### src/rtl/lpm_pkg.sv
package lpm_pkg;
    typedef enum logic [1:0] {
        MODE_RUN   = 2'b00,
        MODE_IDLE  = 2'b01,
        MODE_PDOWN = 2'b10
    } mode_e;

    typedef enum logic [1:0] {
        ST_RUN,
        ST_IDLE,
        ST_PDOWN,
        ST_RSTWIN
    } state_e;
endpackage

### src/rtl/lpm_rst_qual.sv
module lpm_rst_qual #(
    parameter int OSC_PER_MC = 12,
    parameter int RST_MCYC   = 2
) (
    input  logic clk,
    input  logic por_n,
    input  logic rst_pin,
    output logic rst_ok
);
    localparam int QUAL_CLKS = OSC_PER_MC * RST_MCYC;
    localparam int CW        = $clog2(QUAL_CLKS + 1);

    logic [CW-1:0] hi_cnt;

    always_ff @(posedge clk or negedge por_n) begin
        if (!por_n)
            hi_cnt <= '0;
        else if (!rst_pin)
            hi_cnt <= '0;
        else if (hi_cnt != CW'(QUAL_CLKS))
            hi_cnt <= hi_cnt + 1'b1;
    end

    assign rst_ok = (hi_cnt == CW'(QUAL_CLKS));
endmodule

### src/rtl/lpm_fsm.sv
module lpm_fsm
    import lpm_pkg::*;
(
    input  logic  clk,
    input  logic  por_n,
    input  logic  int_rst,
    input  logic  rst_pin,
    input  logic  irq_pend,
    input  logic  wr_hit,
    input  logic  wr_idle,
    input  logic  wr_pd,
    output logic  cpu_clk_en,
    output logic  per_clk_en,
    output logic  osc_en,
    output logic  ram_wr_block,
    output mode_e mode
);
    state_e state, state_nx;

    always_comb begin
        state_nx = state;
        if (int_rst) begin
            state_nx = ST_RUN;
        end else begin
            unique case (state)
                ST_RUN: begin
                    if (wr_hit) begin
                        if (wr_pd)        state_nx = ST_PDOWN;
                        else if (wr_idle) state_nx = ST_IDLE;
                    end
                end
                ST_IDLE: begin
                    if (rst_pin)       state_nx = ST_RSTWIN;
                    else if (irq_pend) state_nx = ST_RUN;
                end
                ST_PDOWN:  state_nx = ST_PDOWN;
                ST_RSTWIN: begin
                    if (!rst_pin) state_nx = ST_IDLE;
                end
                default:   state_nx = ST_RUN;
            endcase
        end
    end

    always_ff @(posedge clk or negedge por_n) begin
        if (!por_n) state <= ST_RUN;
        else        state <= state_nx;
    end

    always_comb begin
        cpu_clk_en   = 1'b1;
        per_clk_en   = 1'b1;
        osc_en       = 1'b1;
        ram_wr_block = int_rst;
        mode         = MODE_RUN;
        unique case (state)
            ST_RUN: ;
            ST_IDLE: begin
                cpu_clk_en = 1'b0;
                mode       = MODE_IDLE;
            end
            ST_PDOWN: begin
                cpu_clk_en = 1'b0;
                per_clk_en = 1'b0;
                osc_en     = rst_pin;
                mode       = MODE_PDOWN;
            end
            ST_RSTWIN: begin
                ram_wr_block = 1'b1;
                mode         = MODE_IDLE;
            end
            default: ;
        endcase
    end
endmodule

### src/rtl/lp_mode_ctrl.sv
module lp_mode_ctrl
    import lpm_pkg::*;
#(
    parameter int          ADDR_W     = 8,
    parameter int          DATA_W     = 8,
    parameter logic [7:0]  CTRL_ADDR  = 8'h40,
    parameter int          IDLE_BIT   = 0,
    parameter int          PD_BIT     = 1,
    parameter int          OSC_PER_MC = 12,
    parameter int          RST_MCYC   = 2
) (
    input  logic              clk,
    input  logic              por_n,
    input  logic              rst_pin,
    input  logic              wr_en,
    input  logic [ADDR_W-1:0] wr_addr,
    input  logic [DATA_W-1:0] wr_data,
    input  logic              irq_pend,
    output logic              cpu_clk_en,
    output logic              per_clk_en,
    output logic              osc_en,
    output logic              int_rst,
    output logic              ram_wr_block,
    output logic [1:0]        mode
);
    logic  wr_hit;
    mode_e mode_int;

    assign wr_hit = wr_en && (wr_addr == ADDR_W'(CTRL_ADDR));

    lpm_rst_qual #(
        .OSC_PER_MC (OSC_PER_MC),
        .RST_MCYC   (RST_MCYC)
    ) u_qual (
        .clk     (clk),
        .por_n   (por_n),
        .rst_pin (rst_pin),
        .rst_ok  (int_rst)
    );

    lpm_fsm u_fsm (
        .clk          (clk),
        .por_n        (por_n),
        .int_rst      (int_rst),
        .rst_pin      (rst_pin),
        .irq_pend     (irq_pend),
        .wr_hit       (wr_hit),
        .wr_idle      (wr_data[IDLE_BIT]),
        .wr_pd        (wr_data[PD_BIT]),
        .cpu_clk_en   (cpu_clk_en),
        .per_clk_en   (per_clk_en),
        .osc_en       (osc_en),
        .ram_wr_block (ram_wr_block),
        .mode         (mode_int)
    );

    assign mode = mode_int;
endmodule

### config.mk
export PLATFORM = sky130hd
export DESIGN_NAME = lp_mode_ctrl
export DESIGN_NICKNAME = d
export VERILOG_FILES = /design/src/rtl/lpm_pkg.sv /design/src/rtl/lpm_rst_qual.sv /design/src/rtl/lpm_fsm.sv /design/src/rtl/lp_mode_ctrl.sv
export SDC_FILE = /design/constraint.sdc
export NUM_CORES = 1
export LEC_CHECK = 0
export BUFFER_PORTS_ARGS = -buffer_cell sky130_fd_sc_hd__buf_2
export CAP_MARGIN = 0
export CORE_UTILIZATION = 45
export CTS_BUF_LIST = sky130_fd_sc_hd__clkbuf_2 sky130_fd_sc_hd__clkbuf_4 sky130_fd_sc_hd__clkbuf_8
export CTS_CLUSTER_DIAMETER = 60
export DETAILED_ROUTE_END_ITERATION = 7
export PLACE_DENSITY = 0.79
export SYNTH_ARGS = -nofsm -noshare
export SYNTH_HDL_FRONTEND = slang
export SYNTH_HIERARCHICAL = 1
export SYNTH_SLANG_ARGS = --single-unit
### constraint.sdc
create_clock -name clk -period 2.2 [get_ports clk]
set_clock_uncertainty 0.15 [all_clocks]
set_input_delay 0.44 -clock clk [delete_from_list [all_inputs] [get_ports clk]]
set_output_delay 0.44 -clock clk [all_outputs]
set_load 0.01 [all_outputs]
==> summary.md, run 1 <==
| Metric | Value |
|---|---|
| Status | finished clean |
| Type of the worst min-delay path | in -> reg |
| Cell type with the highest aggregate area in the netlist | sky130_fd_sc_hd__dfrtp_1 |
| Syn nets | 89 |
| Highest-count cells in the layout ignoring fill and taps | 21 x sky130_fd_sc_hd__buf_2, 8 x sky130_fd_sc_hd__ha_1, 7 x sky130_fd_sc_hd__nand2_1, 7 x sky130_fd_sc_hd__dfrtp_1 |
| Antenna fix cells | 0 |
| Number of setup violations in the final report | 0 |
| Count of clock tree sinks | 7 |
| Clk Latency, worst-skew pair | 240 ps |
| CP bufs+invs | 2 |
| Count of cells resized by post-cts repair | 0 |
| Number of cell rows | 12 |
| Die area | 0.00145 mm² |
| Longest individual stage delay on the worst path | 410 ps |
| Vias in the first global route | 442 |
| Synthesized instance count | 60 |
| Number of vias per cell | 5.04 |
| Proportion of netlist area held by the largest area contributor | 0.299 |
| Synth Cell Area | 587 µm² |
| Sequential-to-total area share from yosys stat | 0.299 |
| Time the final worst path needs with I/O delays and setup | 2120 ps |
| Port buffer count | 21 |
| Most frequent standard cell in the layout excluding fill and tap cells | sky130_fd_sc_hd__buf_2 |
| Area of the core region | 0.00116 mm² |
| Transition time of the tightest slew-check pin | 257 ps |
| Layout overhead on the synthesized area | 27.1% |
| Period utilization | 0.963 |
| Residual overflow from global routing | 0 |
| Final standard cell utilization of the core | 0.645 |
| Number of pins exceeding their max-slew limit in the final report | 0 |
| Stages on worst setup path | 5 |
| TNS Setup | 0 ps |
| Effective utilization at floorplan | 0.508 |
| List of cells traversed by the critical path | inv_1, ha_1, and4b_1, or2_2, buf_2 |
| Global-route wire length before repair | 1.83 mm |
| Power Dens Cells | 953 mW/mm² |
| WS Path Type | reg -> out |
| Number of max-cap violations | 0 |
| Clock-pin slew reported for the worst setup and hold paths after clock tree synthesis | 50 ps |
| DRC | 0 |
| Master of the slowest instance on the critical path | sky130_fd_sc_hd__dfrtp_1 |
| Buffer levels on the longest clock path | 2 |
| Total CTS buffers | 3 |
| TritonRoute pass-1 iters | 4 |
| Global placement routability congestion | 0.701 |
| Overall fraction of global-route tracks in use | 0.188 |
| Biggest area contributors in the synthesized netlist | sky130_fd_sc_hd__dfrtp_1 30%, sky130_fd_sc_hd__ha_1 17%, sky130_fd_sc_hd__mux2i_1 8.5% |
| Detailed router's first-iteration violation count | 9 |
| Relative slew margins | 0.828 |
| Largest delay contributor family on the critical path | simple AND/OR/NAND/NOR gates |
| Root buf cell | sky130_fd_sc_hd__clkbuf_4 |
| Synthesized area per cell | 9.78 µm² |
| Share of layout cells above drive strength 1 | 0.384 |
| Path depth of the worst reg2reg path | 5 |
| Die Ht | 38.1 µm |
| Horiz. Die Dim | 38.1 µm |
| Required @ worst endpoint | 1610 ps |
| Worst path arrival time | 1530 ps |
| Synth Warn # | 6 |
| Number of instances on the worst hold path | 3 |
| Setup repair after global routing missed its margin | no |
| Clock tree from TritonCTS | built |
| Total via count after detailed routing | 504 |
| Peak supply drop | 608 µV |
| CTS hold repair buffers | 1 |
| Crit end category | primary output |
| Count of nets left with antenna violations after detail routing | 0 |
| Number of flip-flops and latches in the synthesized netlist | 7 |
| Maximum operating frequency | 0.472 GHz |
| Final hold viol count | 0 |
| Kind of start point of the critical path | register |
| Crit path max fanout | 5 |
| Distinct cell type count of the synthesized netlist | 24 |
| Number of antenna violations at the first check in global routing | 0 |
| Depth of the CTS H-tree | 1 |
| Number of buffers inserted by post-CTS setup repair | 0 |
| Post-layout nets | 116 |
| Count of pins on the block boundary | 28 |
| Leakage power of the design | 0.000399 µW |
| Pin count of the biggest net entering global routing | 15 |
| Estimated wirelength of the detail-placed design | 943 µm |
| Routed length per placed instance | 12.2 µm |
| Total Routed Length | 1.22 mm |
-- synth_stat cells (all sizes together) --
master	instances
nand4bb	1
or3	1
ha	8
nor2	2
dfrtp	7
nand3	3
xnor2	1
o32ai	1
o2111a	1
nor3b	1
nand2b	7
a211o	2
inv	6
or3b	1
nand2	7
a211oi	1
buf	1
nor4	1
or2b	1
mux2i	5
or2	1
and4b	1
-- stage by stage --
step / power, µW / cell area (µm²) / setup slack, ps / instances / hold WS, ps
after floorplan: 467 / 587 / 383 / 60 / -5.59
after global placement: 572 / 706 / 362 / 95 / 127
after detailed placement: 591 / 706 / 298 / 95 / 129
after CTS: 721 / 746 / 72.4 / 100 / 373
after global routing: 778 / 746 / 2.24 / 100 / 388
final: 711 / 746 / 81.2 / 100 / 379
-- kinds of logic (layout without fill, tap and decap cells) --
logic type | count (synthesis) | count (layout) | share of synthesized area
compound gates | 5 | 5 | 0.0810
xor+xnor | 1 | 1 | 0.0149
fa+ha+maj | 8 | 8 | 0.171
buf+inv | 7 | 33 | 0.0576
flops | 7 | 7 | 0.299
mux | 5 | 5 | 0.0853
simple gates | 27 | 27 | 0.292
-- worst min-delay path: cells and delay by family --
family	cells	cell delay (ps)
compound gates	1	110
buf+inv	1	90
mux	1	70
-- registers in the layout (all words and copies together), names as in the netlist --
| name | count |
|---|---|
| u_qual/hi_cnt | 5 |
| u_fsm/state | 2 |
-- where the power goes --
part | total (µW) | switching (µW) | internal (µW)
combinational | 399 | 203 | 196
sequential | 188 | 33.3 | 154
clock | 124 | 43.0 | 81.2
total | 711 | 279 | 431
-- worst paths after layout --
kind / from / end / slack [ps]
setup / recovery: u_qual/hi_cnt[0] / ram_wr_block / 80
hold / removal: wr_data[1] / u_fsm/state[0] / 380
setup reg to reg: u_fsm/state[1] / u_fsm/state[0] / 470
hold reg to reg: u_qual/hi_cnt[3] / u_qual/hi_cnt[3] / 420
max in group asynchronous: por_n / u_fsm/state[0] / 1310
min in group asynchronous: por_n / u_qual/hi_cnt[4] / 440
-- routing by layer --
metal	track usage	wire, µm	up-vias
li1	-	-	259
met1	0.224	544	227
met2	0.339	595	18
met3	0.0523	78	0
met4	0.0268	0	0
met5	0	0	-
-- final cells by class --
class                   count  area, µm²
clock buffers               4       30.0
fillers                   101        410
inverters                   6       22.5
multi-input cells          46        378
flip-flops and latches      7        175
well taps                  14       17.5
repair buffers             23        123
Note: power is estimated with default switching activity, not from simulation.
==> inputs of run 2 (changes only) <==
- GPL_TIMING_DRIVEN: unset -> 0
==> run 2 against run 1 <==
  * Sequential cell count stayed put
  * Largest cell class unchanged
  * Design area increased by 4.4%
  * Combinational power up 3%
  * Highest routed layer is now met4
  * Cell count increased by 3.0%
  * Critical path type unchanged
  * Register-to-register slack improved by 30 ps
  * Count of clock-buffer cells in the layout did not move
  * Die area stayed put
  * Total power rose by 1.4%
  * Non-clock buffer count is 3 higher
  * Clock power grew 3%
  * Via count increased by 0.60%
  * Critical path depth rose by 1
==> summary.md, run 2 (same netlist as run 1, synthesis figures left out) <==
| Metric | Value |
|---|---|
| Root buf cell | sky130_fd_sc_hd__clkbuf_4 (unchanged) |
| Clock-pin slew reported for the worst setup and hold paths after clock tree synthesis | 50 ps (about the same) |
| Clock tree from TritonCTS | built (unchanged) |
| Post-layout nets | 119 (was 116) |
| Transition time of the tightest slew-check pin | 277 ps (was 257 ps) |
| Setup repair after global routing missed its margin | no (unchanged) |
| Highest-count cells in the layout ignoring fill and taps | 20 x sky130_fd_sc_hd__buf_2, 8 x sky130_fd_sc_hd__ha_1, 7 x sky130_fd_sc_hd__nand2_1, 7 x sky130_fd_sc_hd__dfrtp_1 (was 21 x sky130_fd_sc_hd__buf_2, 8 x sky130_fd_sc_hd__ha_1, 7 x sky130_fd_sc_hd__nand2_1, 7 x sky130_fd_sc_hd__dfrtp_1) |
| Post-Layout Cell Count | 103 (was 100) |
| Depth of the CTS H-tree | 1 (unchanged) |
| Crit path max fanout | 2 (was 5) |
| Maximum operating frequency | 0.466 GHz (was 0.472 GHz) |
| Detailed router's first-iteration violation count | 6 (was 9) |
| Dpl cells | 95 (unchanged) |
| Final hold viol count | 0 (unchanged) |
| Vias in the first global route | 466 (was 442) |
| Number of antenna violations at the first check in global routing | 0 (unchanged) |
| Global placement routability congestion | 0.739 (was 0.701) |
| Final setup slack of the worst path | 55.8 ps (was 81.2 ps) |
| TritonRoute pass-1 iters | 4 (unchanged) |
| Routed length per placed instance | 11.0 µm (was 12.2 µm) |
| WS Path Type | reg -> out (unchanged) |
| Count of pins on the block boundary | 28 (unchanged) |
| Instance area at placement | 709 µm² (was 706 µm²) |
| DRC | 0 (unchanged) |
| Buffer levels on the longest clock path | 2 (unchanged) |
| Clk Latency, worst-skew pair | 250 ps (was 240 ps) |
| Number of vias per cell | 4.92 (was 5.04) |
| Global-route wire length before repair | 1.79 mm (was 1.83 mm) |
| Count of clock tree sinks | 7 (unchanged) |
| Count of nets left with antenna violations after detail routing | 0 (unchanged) |
| Kind of start point of the critical path | register (unchanged) |
| Number of max-cap violations | 0 (unchanged) |
| Master of the slowest instance on the critical path | sky130_fd_sc_hd__dfrtp_1 (unchanged) |
| Largest delay contributor family on the critical path | simple AND/OR/NAND/NOR gates (unchanged) |
| Port buffer count | 21 (unchanged) |
| List of cells traversed by the critical path | inv_1, ha_1, and4b_1, buf_6, or2_2, buf_6 (was inv_1, ha_1, and4b_1, or2_2, buf_2) |
| Number of setup violations in the final report | 0 (unchanged) |
| Number of cell rows | 12 (unchanged) |
| Status | finished clean (unchanged) |
| Total via count after detailed routing | 507 (was 504) |
| Post-Place Worst Slack | 201 ps (was 298 ps) |
| Relative slew margins | 0.815 (was 0.828) |
| Largest registers | u_qual/hi_cnt x5, u_fsm/state x2 (unchanged) |
| Type of the worst min-delay path | in -> reg (unchanged) |
| Final non-filler cell area | 778 µm² (was 746 µm²) |
| CP bufs+invs | 3 (was 2) |
| Number of pins exceeding their max-slew limit in the final report | 0 (unchanged) |
| Required @ worst endpoint | 1610 ps (about the same) |
| Share of layout cells above drive strength 1 | 0.404 (was 0.384) |
| Die area | 0.00145 mm² (unchanged) |
| Worst path arrival time | 1550 ps (was 1530 ps) |
| Power Dens Cells | 926 mW/mm² (was 953 mW/mm²) |
| Area of the core region | 0.00116 mm² (unchanged) |
| Leakage power of the design | 0.000416 µW (was 0.000399 µW) |
| Most frequent standard cell in the layout excluding fill and tap cells | sky130_fd_sc_hd__buf_2 (unchanged) |
| Pin count of the biggest net entering global routing | 15 (unchanged) |
| Estimated wirelength of the detail-placed design | 876 µm (was 943 µm) |
| TNS Setup | 0 ps (unchanged) |
| Total Routed Length | 1.13 mm (was 1.22 mm) |
| Antenna fix cells | 0 (unchanged) |
| Effective utilization at floorplan | 0.508 (unchanged) |
| Layout overhead on the synthesized area | 32.6% (was 27.1%) |
| Residual overflow from global routing | 0 (unchanged) |
| Most frequent cell on the critical path | sky130_fd_sc_hd__buf_6 |
| Die Ht | 38.1 µm (unchanged) |
| Biggest register | u_qual/hi_cnt (unchanged) |
| Period utilization | 0.975 (was 0.963) |
| Time the final worst path needs with I/O delays and setup | 2140 ps (was 2120 ps) |
| Total CTS buffers | 3 (unchanged) |
| Crit end category | primary output (unchanged) |
| Horiz. Die Dim | 38.1 µm (unchanged) |
| Longest individual stage delay on the worst path | 340 ps (was 410 ps) |
| Flip-flop count of the largest register, all copies and words added | 5 (unchanged) |
| Peak supply drop | 492 µV (was 608 µV) |
| Overall fraction of global-route tracks in use | 0.193 (was 0.188) |
## run 2: cell types whose count changed in the layout (fill, tap and decap cells not counted)
cell	previous run	this run
sky130_fd_sc_hd__buf_2	21	20
sky130_fd_sc_hd__buf_6	0	2
sky130_fd_sc_hd__buf_4	1	3
## run 2: layout make-up
| class | count | area (µm²) |
|---|---|---|
| clock buffer | 4 | 30.0 |
| multi-input combinational | 46 | 378 |
| sequential | 7 | 175 |
| inverter | 6 | 22.5 |
| tap | 14 | 17.5 |
| fill | 92 | 378 |
| buffer | 1 | 11.3 |
| timing repair buffer | 25 | 144 |
## run 2: tightest hold or removal path: cells and delay by family
kind / cells / cell delay, ps
AOI/OAI and AO/OA: 1 / 110
buffers and inverters: 1 / 90
muxes: 1 / 60
## run 2: power by group
part / internal, µW / switching, µW
registers: 154 / 29.8
clock network: 81.4 / 46.4
logic: 207 / 201
## run 2: through the flow
step	power, µW	util	hold WS (ps)
after floorplan	467	-	-5.59
after global placement	572	0.614	128
after detailed placement	584	0.614	128
after CTS	721	0.661	336
after global routing	791	0.673	357
final	721	0.673	337
## run 2: final timing paths
check | from | to | slack (ps) | cells after the start
hold / removal | wr_data[1] | u_fsm/state[0] | 340 | 3
max in group asynchronous | por_n | u_qual/hi_cnt[2] | 1350 | 2
min in group asynchronous | por_n | u_qual/hi_cnt[1] | 390 | 2
hold reg to reg | u_qual/hi_cnt[4] | u_qual/hi_cnt[4] | 400 | 2
setup / recovery | u_qual/hi_cnt[0] | ram_wr_block | 60 | 6
setup reg to reg | u_fsm/state[1] | u_fsm/state[1] | 500 | 5
## run 2: layer usage
layer,up-vias,global-route usage,share of wire
li1,263,-,-
met1,220,0.216,0.46
met2,19,0.301,0.44
met3,5,0.0523,0.070
met4,0,0.161,0.029
met5,-,0,0
## run 2: what timing repair did
item                                   4_1_cts  5_1_grt
buffers inserted                             2        1
endpoints found under the hold margin        7        0
hold buffers                                 1        0
gates resized for setup                      0        1
setup endpoints to repair                    1        1
